==> config.mk <==
export PLATFORM = sky130hd
export DESIGN_NAME = mbx_seq_engine
export DESIGN_NICKNAME = d
export VERILOG_FILES = /design/src/rtl/mbx_pkg.sv /design/src/rtl/mbx_gap_timer.sv /design/src/rtl/mbx_cmd_unit.sv /design/src/rtl/mbx_seq_ctrl.sv /design/src/rtl/mbx_seq_engine.sv
export SDC_FILE = /design/constraint.sdc
export NUM_CORES = 1
export LEC_CHECK = 0
export BUFFER_PORTS_ARGS = -buffer_cell sky130_fd_sc_hd__clkbuf_2
export CAP_MARGIN = 20
export CORE_MARGIN = 2
export CORE_UTILIZATION = 50
export CTS_CLUSTER_DIAMETER = 100
export DETAILED_ROUTE_END_ITERATION = 10
export PLACE_DENSITY = 0.72
export SETUP_SLACK_MARGIN = 0.15
export SLEW_MARGIN = 10
export SYNTH_ARGS = -nofsm -noshare
export SYNTH_HDL_FRONTEND = slang
export SYNTH_SLANG_ARGS = --single-unit
==> constraint.sdc <==
create_clock -name clk -period 2.25 [get_ports clk]
set_clock_uncertainty 0.15 [all_clocks]
set_input_delay 0.45 -clock clk [delete_from_list [all_inputs] [get_ports clk]]
set_output_delay 0.45 -clock clk [all_outputs]
set_load 0.01 [all_outputs]
==> src/rtl/mbx_pkg.sv <==
package mbx_pkg;

  localparam logic [7:0] OP_OPEN     = 8'h02;
  localparam logic [7:0] OP_CLOSE    = 8'h03;
  localparam logic [7:0] OP_RD_DATA  = 8'h07;
  localparam logic [7:0] OP_WR_DATA  = 8'h08;
  localparam logic [7:0] OP_RD_CSR   = 8'h13;
  localparam logic [7:0] OP_WR_CSR   = 8'h14;
  localparam logic [7:0] OP_RD_MMIO  = 8'h15;
  localparam logic [7:0] OP_WR_MMIO  = 8'h16;

  localparam logic [7:0]  OFS_IFC  = 8'h00;
  localparam logic [7:0]  OFS_DATA = 8'h04;
  localparam logic [15:0] RESP_OK  = 16'h0040;

  typedef enum logic [2:0] {
    SP_OPEN, SP_REG, SP_DATA, SP_FETCH, SP_CLOSE
  } step_e;

  function automatic logic [7:0] reg_opcode(logic mmio, logic wr);
    if (mmio) return wr ? OP_WR_MMIO : OP_RD_MMIO;
    return wr ? OP_WR_CSR : OP_RD_CSR;
  endfunction

  function automatic logic [7:0] data_opcode(logic wr);
    return wr ? OP_WR_DATA : OP_RD_DATA;
  endfunction

  function automatic logic [2:0] seq_code(logic mmio, logic wr);
    return 3'({mmio, wr}) + 3'd1;
  endfunction

  function automatic step_e step_next(step_e s);
    case (s)
      SP_OPEN:  return SP_REG;
      SP_REG:   return SP_DATA;
      SP_DATA:  return SP_FETCH;
      SP_FETCH: return SP_CLOSE;
      default:  return SP_OPEN;
    endcase
  endfunction

endpackage

==> src/rtl/mbx_gap_timer.sv <==
module mbx_gap_timer #(
  parameter int GAP_CYCLES = 1250
) (
  input  logic clk,
  input  logic rst,
  input  logic start,
  output logic expired
);
  localparam int GW = (GAP_CYCLES < 2) ? 1 : $clog2(GAP_CYCLES + 1);

  logic [GW-1:0] cnt;
  logic          run;

  assign expired = run && (cnt == '0);

  always_ff @(posedge clk) begin
    if (rst) begin
      cnt <= '0;
      run <= 1'b0;
    end else if (start) begin
      cnt <= GW'(GAP_CYCLES - 1);
      run <= 1'b1;
    end else if (expired) begin
      run <= 1'b0;
    end else if (run) begin
      cnt <= cnt - 1'b1;
    end
  end

  p_expire_single_r2: assert property (@(posedge clk) disable iff (rst)
    expired && !start |=> !expired);

endmodule

==> src/rtl/mbx_cmd_unit.sv <==
module mbx_cmd_unit
  import mbx_pkg::*;
#(
  parameter int DW         = 32,
  parameter int AW         = 8,
  parameter int POLL_MAX   = 100,
  parameter int TRY_MAX    = 10,
  parameter int GAP_CYCLES = 1250
) (
  input  logic          clk,
  input  logic          rst,
  input  logic          start,
  input  logic          fetch,
  input  logic [7:0]    opcode,
  input  logic [DW-1:0] arg,
  output logic          fin,
  output logic          fail,
  output logic [DW-1:0] rd_val,
  output logic          bus_valid,
  output logic          bus_we,
  output logic [AW-1:0] bus_addr,
  output logic [DW-1:0] bus_wdata,
  input  logic          bus_ready,
  input  logic [DW-1:0] bus_rdata
);
  localparam int PW = $clog2(POLL_MAX + 1);
  localparam int TW = $clog2(TRY_MAX + 1);

  typedef enum logic [2:0] {
    C_IDLE, C_WDATA, C_WIFC, C_POLL, C_GAP, C_FETCH
  } cst_e;

  cst_e          state, nxt;
  logic [PW-1:0] polls;
  logic [TW-1:0] tries;
  logic [7:0]    opc_q;
  logic [DW-1:0] arg_q;
  logic          fin_n, fail_n, retry_n, gap_go, gap_hit;
  logic          st_busy, st_ok;

  assign st_busy = bus_rdata[DW-1];
  assign st_ok   = (bus_rdata[15:0] == RESP_OK);

  mbx_gap_timer #(.GAP_CYCLES(GAP_CYCLES)) u_gap (
    .clk     (clk),
    .rst     (rst),
    .start   (gap_go),
    .expired (gap_hit)
  );

  always_comb begin
    nxt     = state;
    fin_n   = 1'b0;
    fail_n  = 1'b0;
    retry_n = 1'b0;
    gap_go  = 1'b0;
    case (state)
      C_IDLE:  if (start) nxt = fetch ? C_FETCH : C_WDATA;
      C_WDATA: if (bus_ready) nxt = C_WIFC;
      C_WIFC:  if (bus_ready) nxt = C_POLL;
      C_POLL: begin
        if (bus_ready) begin
          if (!st_busy && st_ok) begin
            nxt   = C_IDLE;
            fin_n = 1'b1;
          end else if (st_busy && (int'(polls) + 1 < POLL_MAX)) begin
            nxt    = C_GAP;
            gap_go = 1'b1;
          end else if (int'(tries) >= TRY_MAX) begin
            nxt    = C_IDLE;
            fin_n  = 1'b1;
            fail_n = 1'b1;
          end else begin
            nxt     = C_WDATA;
            retry_n = 1'b1;
          end
        end
      end
      C_GAP:   if (gap_hit) nxt = C_POLL;
      C_FETCH: begin
        if (bus_ready) begin
          nxt   = C_IDLE;
          fin_n = 1'b1;
        end
      end
      default: nxt = C_IDLE;
    endcase
  end

  always_ff @(posedge clk) begin
    if (rst) begin
      state     <= C_IDLE;
      fin       <= 1'b0;
      fail      <= 1'b0;
      polls     <= '0;
      tries     <= '0;
      opc_q     <= '0;
      arg_q     <= '0;
      rd_val    <= '0;
      bus_valid <= 1'b0;
      bus_we    <= 1'b0;
      bus_addr  <= '0;
      bus_wdata <= '0;
    end else begin
      state <= nxt;
      fin   <= fin_n;
      fail  <= fail_n;
      if (state == C_IDLE && start) begin
        opc_q <= opcode;
        arg_q <= arg;
        tries <= TW'(1);
      end else if (retry_n) begin
        tries <= tries + 1'b1;
      end
      if (state == C_WIFC) polls <= '0;
      else if (state == C_POLL && bus_ready) polls <= polls + 1'b1;
      if (state == C_FETCH && bus_ready) rd_val <= bus_rdata;
      bus_valid <= (nxt == C_WDATA) || (nxt == C_WIFC) ||
                   (nxt == C_POLL)  || (nxt == C_FETCH);
      bus_we    <= (nxt == C_WDATA) || (nxt == C_WIFC);
      bus_addr  <= ((nxt == C_WIFC) || (nxt == C_POLL)) ? AW'(OFS_IFC) : AW'(OFS_DATA);
      if (nxt == C_WIFC)
        bus_wdata <= {1'b1, {(DW-9){1'b0}}, opc_q};
      else if (nxt == C_WDATA)
        bus_wdata <= (state == C_IDLE) ? arg : arg_q;
      else
        bus_wdata <= '0;
    end
  end

  p_ifc_follows_data_r1: assert property (@(posedge clk) disable iff (rst)
    (state == C_WDATA && bus_ready) |=>
      (bus_valid && bus_we && bus_addr == AW'(OFS_IFC) && bus_wdata[DW-1]));

  p_poll_bound_r2: assert property (@(posedge clk) disable iff (rst)
    (state == C_POLL) |-> (int'(polls) < POLL_MAX));

  p_resend_on_bad_code_r3: assert property (@(posedge clk) disable iff (rst)
    (state == C_POLL && bus_ready && !st_busy && !st_ok && int'(tries) < TRY_MAX) |=>
      (bus_valid && bus_we && bus_addr == AW'(OFS_DATA)));

  p_bus_hold_r1: assert property (@(posedge clk) disable iff (rst)
    (bus_valid && !bus_ready) |=>
      (bus_valid && $stable(bus_addr) && $stable(bus_we) && $stable(bus_wdata)));

endmodule

==> src/rtl/mbx_seq_ctrl.sv <==
module mbx_seq_ctrl
  import mbx_pkg::*;
#(
  parameter int DW = 32
) (
  input  logic          clk,
  input  logic          rst,
  input  logic          req_valid,
  output logic          req_ready,
  input  logic          req_mmio,
  input  logic          req_write,
  input  logic          req_rmw,
  input  logic [DW-1:0] req_addr,
  input  logic [DW-1:0] req_wdata,
  input  logic [DW-1:0] req_and,
  input  logic [DW-1:0] req_or,
  output logic          done,
  output logic          err,
  output logic [DW-1:0] rdata,
  output logic          cmd_start,
  output logic          cmd_fetch,
  output logic [7:0]    cmd_op,
  output logic [DW-1:0] cmd_arg,
  input  logic          cmd_fin,
  input  logic          cmd_fail,
  input  logic [DW-1:0] cmd_rd
);
  logic          busy, pass_wr, rmw_q, mmio_q;
  step_e         step;
  logic [DW-1:0] addr_q, wdata_q, and_q, or_q, rd_q;

  assign req_ready = !busy;
  assign cmd_fetch = (step == SP_FETCH);

  always_comb begin
    cmd_op  = OP_OPEN;
    cmd_arg = DW'(seq_code(mmio_q, pass_wr));
    case (step)
      SP_REG: begin
        cmd_op  = reg_opcode(mmio_q, pass_wr);
        cmd_arg = addr_q;
      end
      SP_DATA: begin
        cmd_op  = data_opcode(pass_wr);
        cmd_arg = pass_wr ? wdata_q : '0;
      end
      SP_FETCH: begin
        cmd_op  = OP_RD_DATA;
        cmd_arg = '0;
      end
      SP_CLOSE: cmd_op = OP_CLOSE;
      default: ;
    endcase
  end

  always_ff @(posedge clk) begin
    if (rst) begin
      busy      <= 1'b0;
      pass_wr   <= 1'b0;
      rmw_q     <= 1'b0;
      mmio_q    <= 1'b0;
      step      <= SP_OPEN;
      addr_q    <= '0;
      wdata_q   <= '0;
      and_q     <= '0;
      or_q      <= '0;
      rd_q      <= '0;
      rdata     <= '0;
      done      <= 1'b0;
      err       <= 1'b0;
      cmd_start <= 1'b0;
    end else begin
      done      <= 1'b0;
      cmd_start <= 1'b0;
      if (!busy && req_valid) begin
        busy      <= 1'b1;
        step      <= SP_OPEN;
        pass_wr   <= req_write && !req_rmw;
        rmw_q     <= req_rmw;
        mmio_q    <= req_mmio;
        addr_q    <= req_addr;
        wdata_q   <= req_wdata;
        and_q     <= req_and;
        or_q      <= req_or;
        err       <= 1'b0;
        cmd_start <= 1'b1;
      end else if (busy && cmd_fin) begin
        if (cmd_fail) err <= 1'b1;
        if (step == SP_FETCH && !(rmw_q && pass_wr)) rd_q <= cmd_rd;
        if (step != SP_CLOSE) begin
          step      <= step_next(step);
          cmd_start <= 1'b1;
        end else if (rmw_q && !pass_wr) begin
          pass_wr   <= 1'b1;
          wdata_q   <= (rd_q & and_q) | or_q;
          step      <= SP_OPEN;
          cmd_start <= 1'b1;
        end else begin
          busy  <= 1'b0;
          done  <= 1'b1;
          rdata <= rd_q;
        end
      end
    end
  end

  p_done_pulse_r10: assert property (@(posedge clk) disable iff (rst)
    done |=> !done);

  p_busy_after_accept_r9: assert property (@(posedge clk) disable iff (rst)
    (req_valid && req_ready) |=> !req_ready);

  p_err_cleared_r11: assert property (@(posedge clk) disable iff (rst)
    (req_valid && req_ready) |=> !err);

  p_fail_sets_err_r4: assert property (@(posedge clk) disable iff (rst)
    (busy && cmd_fin && cmd_fail) |=> err);

  p_single_launch_r5: assert property (@(posedge clk) disable iff (rst)
    cmd_start |=> !cmd_start);

endmodule

==> src/rtl/mbx_seq_engine.sv <==
module mbx_seq_engine #(
  parameter int DW       = 32,
  parameter int AW       = 8,
  parameter int CLK_HZ   = 125_000_000,
  parameter int GAP_US   = 10,
  parameter int POLL_MAX = 100,
  parameter int TRY_MAX  = 10
) (
  input  logic          clk,
  input  logic          rst,
  input  logic          req_valid,
  output logic          req_ready,
  input  logic          req_mmio,
  input  logic          req_write,
  input  logic          req_rmw,
  input  logic [DW-1:0] req_addr,
  input  logic [DW-1:0] req_wdata,
  input  logic [DW-1:0] req_and,
  input  logic [DW-1:0] req_or,
  output logic          done,
  output logic          err,
  output logic [DW-1:0] rdata,
  output logic          bus_valid,
  output logic          bus_we,
  output logic [AW-1:0] bus_addr,
  output logic [DW-1:0] bus_wdata,
  input  logic          bus_ready,
  input  logic [DW-1:0] bus_rdata
);
  localparam int GAP_RAW    = (CLK_HZ / 1_000_000) * GAP_US;
  localparam int GAP_CYCLES = (GAP_RAW < 1) ? 1 : GAP_RAW;

  logic          cmd_start, cmd_fetch, cmd_fin, cmd_fail;
  logic [7:0]    cmd_op;
  logic [DW-1:0] cmd_arg, cmd_rd;

  mbx_seq_ctrl #(.DW(DW)) u_seq (
    .clk       (clk),
    .rst       (rst),
    .req_valid (req_valid),
    .req_ready (req_ready),
    .req_mmio  (req_mmio),
    .req_write (req_write),
    .req_rmw   (req_rmw),
    .req_addr  (req_addr),
    .req_wdata (req_wdata),
    .req_and   (req_and),
    .req_or    (req_or),
    .done      (done),
    .err       (err),
    .rdata     (rdata),
    .cmd_start (cmd_start),
    .cmd_fetch (cmd_fetch),
    .cmd_op    (cmd_op),
    .cmd_arg   (cmd_arg),
    .cmd_fin   (cmd_fin),
    .cmd_fail  (cmd_fail),
    .cmd_rd    (cmd_rd)
  );

  mbx_cmd_unit #(
    .DW(DW), .AW(AW), .POLL_MAX(POLL_MAX), .TRY_MAX(TRY_MAX), .GAP_CYCLES(GAP_CYCLES)
  ) u_cmd (
    .clk       (clk),
    .rst       (rst),
    .start     (cmd_start),
    .fetch     (cmd_fetch),
    .opcode    (cmd_op),
    .arg       (cmd_arg),
    .fin       (cmd_fin),
    .fail      (cmd_fail),
    .rd_val    (cmd_rd),
    .bus_valid (bus_valid),
    .bus_we    (bus_we),
    .bus_addr  (bus_addr),
    .bus_wdata (bus_wdata),
    .bus_ready (bus_ready),
    .bus_rdata (bus_rdata)
  );

  p_idle_no_bus_r9: assert property (@(posedge clk) disable iff (rst)
    (req_ready && !req_valid && !done) |=> !bus_valid || !req_ready);

endmodule

==> out/metrics.cfg <==
[synthesis]
synth.most_common_cell=nand2_1
ys_ff_latch=334
netlist_instances=1601
ys_seq_area_share_pct=50.1
ys.flop_type=dfxtp_1
synth-edff-count=0
synth_area_um2=13300
synth_top_cell_area_share_pct=50.1
synth_area_leaders=dfxtp_1 (50%), nand2_1 (12%), a21oi_1 (9.8%)
synth-async-reset-ratio_pct=0
syn_area_per_cell_um2=8.33
synth.largest_area_cell=dfxtp_1
yosys-top-cells-count=nand2_1 (417), dfxtp_1 (334), a21oi_1 (260)
yosysWarningCount=0
synth_cell_types=62

[setup_path]
crit_slowest_cell=dfxtp_4
reg2reg_depth=8
end_kind=flop
path_cells=buf_6 -> o31ai_4 -> o311ai_4 -> nor3_4 -> o21ai_4 -> clkbuf_16 -> buf_12 -> a2111oi_4
critPathMaxFanout=7
cp.arrival_ns=2.58
rrSetupSlack_ns=-0.07
critical-path-max-stage-delay_ns=0.36
cp-start-kind=flop
path_class=reg2reg
cp_data_required_time_ns=2.51

[detailed_routing]
firstDrtPassIters=8
drt-vias-per-instance=5.55
wl_per_cell_um=17.4
drtIter0Drc=875
route.detailed.drc=15
ant_nets=0
wl_um=39000
vias=12500

[layout]
regArea_um2=6710
nFillCells=2136
utilization_pct=67.6
multiInputGateArea_um2=6550
instances_no_fill=2247
layout.nets=2054
syn2layout_area_growth_pct=32.5
stdcell_area_um2=17700
drive_gt1_share_pct=26.8

[timing]
tightest_slew_ns=0.582
grt_setup_unrepaired=yes
fmaxAchievable_mhz=431
whs_ns=0.0132
finalCritPeriodShare_pct=103
setup_viol=23
slew-limit-headroom_pct=60.2
finalHoldViolCount=0
worst_slack_ns=-0.0716
drv_slew=0
min_period_ns=2.32

[place]
place_area_um2=15500
hpwl_um=25700
dp_cells=2138
pre_cts_ws_ns=-0.154
port_buffers=236
place_congestion=0.914

[clock_network]
cts_tree=done
numCtsBuffers=37
clkSlewWorstSetupHoldPaths_ns=0.06
cts.sinks=334
ctsRootBufferMaster=clkbuf_16
clk_path_buf_depth=3
clk-insertion-delay-late_ns=0.51
cts.htree.levels=2

[power]
p_leak_nw=6.67
ir_drop_mv=0.449
power_per_cell_area_nw_per_um2=804

[floorplanning]
core_area_um2=26100
rows=59
die-area_um2=28000
die_h_um=167
start_util_pct=51.0
io-pin-count=244
fp.dieW_um=167

[grt]
grt_pass1_vias=11700
grt_usage_pct=26.6
grt-ovfl-total=0
grt_max_degree=98
grt_pass1_wl_um=60800
antenna_found_initial=2

[min_path]
min_path_cells=3
hold_path.class=in2reg

[run_status]
outcome=finished, violations left
violations=DRC, setup timing

[run]
max_cap_viol_count=0

worst max-delay path: cells and delay by family, from the launching register on:
family                 cells  cell delay (ns)
AO/OA/AOI/OAI              4             0.98
buffers and inverters      3             0.47
flip-flops                 1             0.36
AND/OR/NAND/NOR            1             0.25
final timing paths:
kind	from	endpoint
max	u_cmd.tries[1]	u_cmd.bus_wdata[10]
min	req_or[2]	u_seq.or_q[2]
min reg2reg	u_seq.rdata[1]	u_seq.rdata[1]
max reg2reg	u_cmd.tries[1]	u_cmd.bus_wdata[10]
cell usage in the layout, fill, tap and decap left out, drive strengths merged, types with 7 or more instances in the layout:
| master | Yosys | final |
|---|---|---|
| a2111oi | 29 | 29 |
| a21oi | 260 | 260 |
| buf | 37 | 109 |
| xnor2 | 7 | 7 |
| conb | 1 | 7 |
| nor2 | 157 | 157 |
| nor3 | 55 | 55 |
| nor2b | 8 | 8 |
| clkbuf | 84 | 295 |
| inv | 16 | 17 |
| a211oi | 66 | 66 |
| nand2 | 417 | 417 |
| o21ai | 8 | 8 |
| a22oi | 32 | 32 |
| dlygate4sd3 | 0 | 12 |
| xor2 | 7 | 7 |
| dfxtp | 334 | 334 |
| clkinv | 0 | 8 |
stage by stage:
stage / setup TNS [ns] / power (W)
floorplan: 0 / 0.00730
global placement: -2.57 / 0.00784
detailed placement: -2.68 / 0.00788
CTS: -0.0440 / 0.0142
global route: -3.89 / 0.0147
finish: -0.668 / 0.0142
routing by layer:
metal,share of wire [%],GRT usage (%),vias to the layer above
met2,46,42.7,446
li1,-,-,6055
met4,2.7,9.07,0
met1,44,36.8,5907
met3,6.3,3.76,72
met5,0,0,-
timing repair:
action | in CTS | in global routing
resized for setup | 63 | 44
endpoints found under the setup margin | 37 | 99
setup buffers | 13 | 9
gates cloned | 4 | 1
hold endpoints to repair | 12 | 0
hold buffers | 12 | 0
pin swaps | 35 | 19
power breakdown:
group / total [W] / switching (W) / internal [W]
Clock: 0.00619 / 0.00236 / 0.00383
Sequential: 0.00628 / 0.000138 / 0.00614
Combinational: 0.00175 / 0.00101 / 0.000741
Total: 0.0142 / 0.00351 / 0.0107
cells by family (layout without fill, tap and decap cells):
family / after synthesis / count (layout) / share of synthesized area, %
buffers and inverters: 140 / 443 / 4.86
AND/OR/NAND/NOR: 673 / 673 / 20.6
adder cells (fa/ha/maj): 6 / 6 / 0.563
XOR/XNOR: 14 / 14 / 0.919
flip-flops: 334 / 334 / 50.1
multiplexers: 5 / 5 / 0.403
AO/OA/AOI/OAI: 428 / 428 / 22.5
other: 1 / 9 / 0.0281
cell type report:
type / count / share of cell area [%]
inverters: 16 / 0.340
clock buffers: 57 / 6.64
clock inverters: 11 / 0.637
diodes: 2 / 0.0283
well taps: 335 / 2.37
flip-flops and latches: 334 / 38.0
multi-input cells: 1133 / 37.0
repair buffers: 359 / 15.0
No activity file was read; power rests on OpenSTA's default activity.
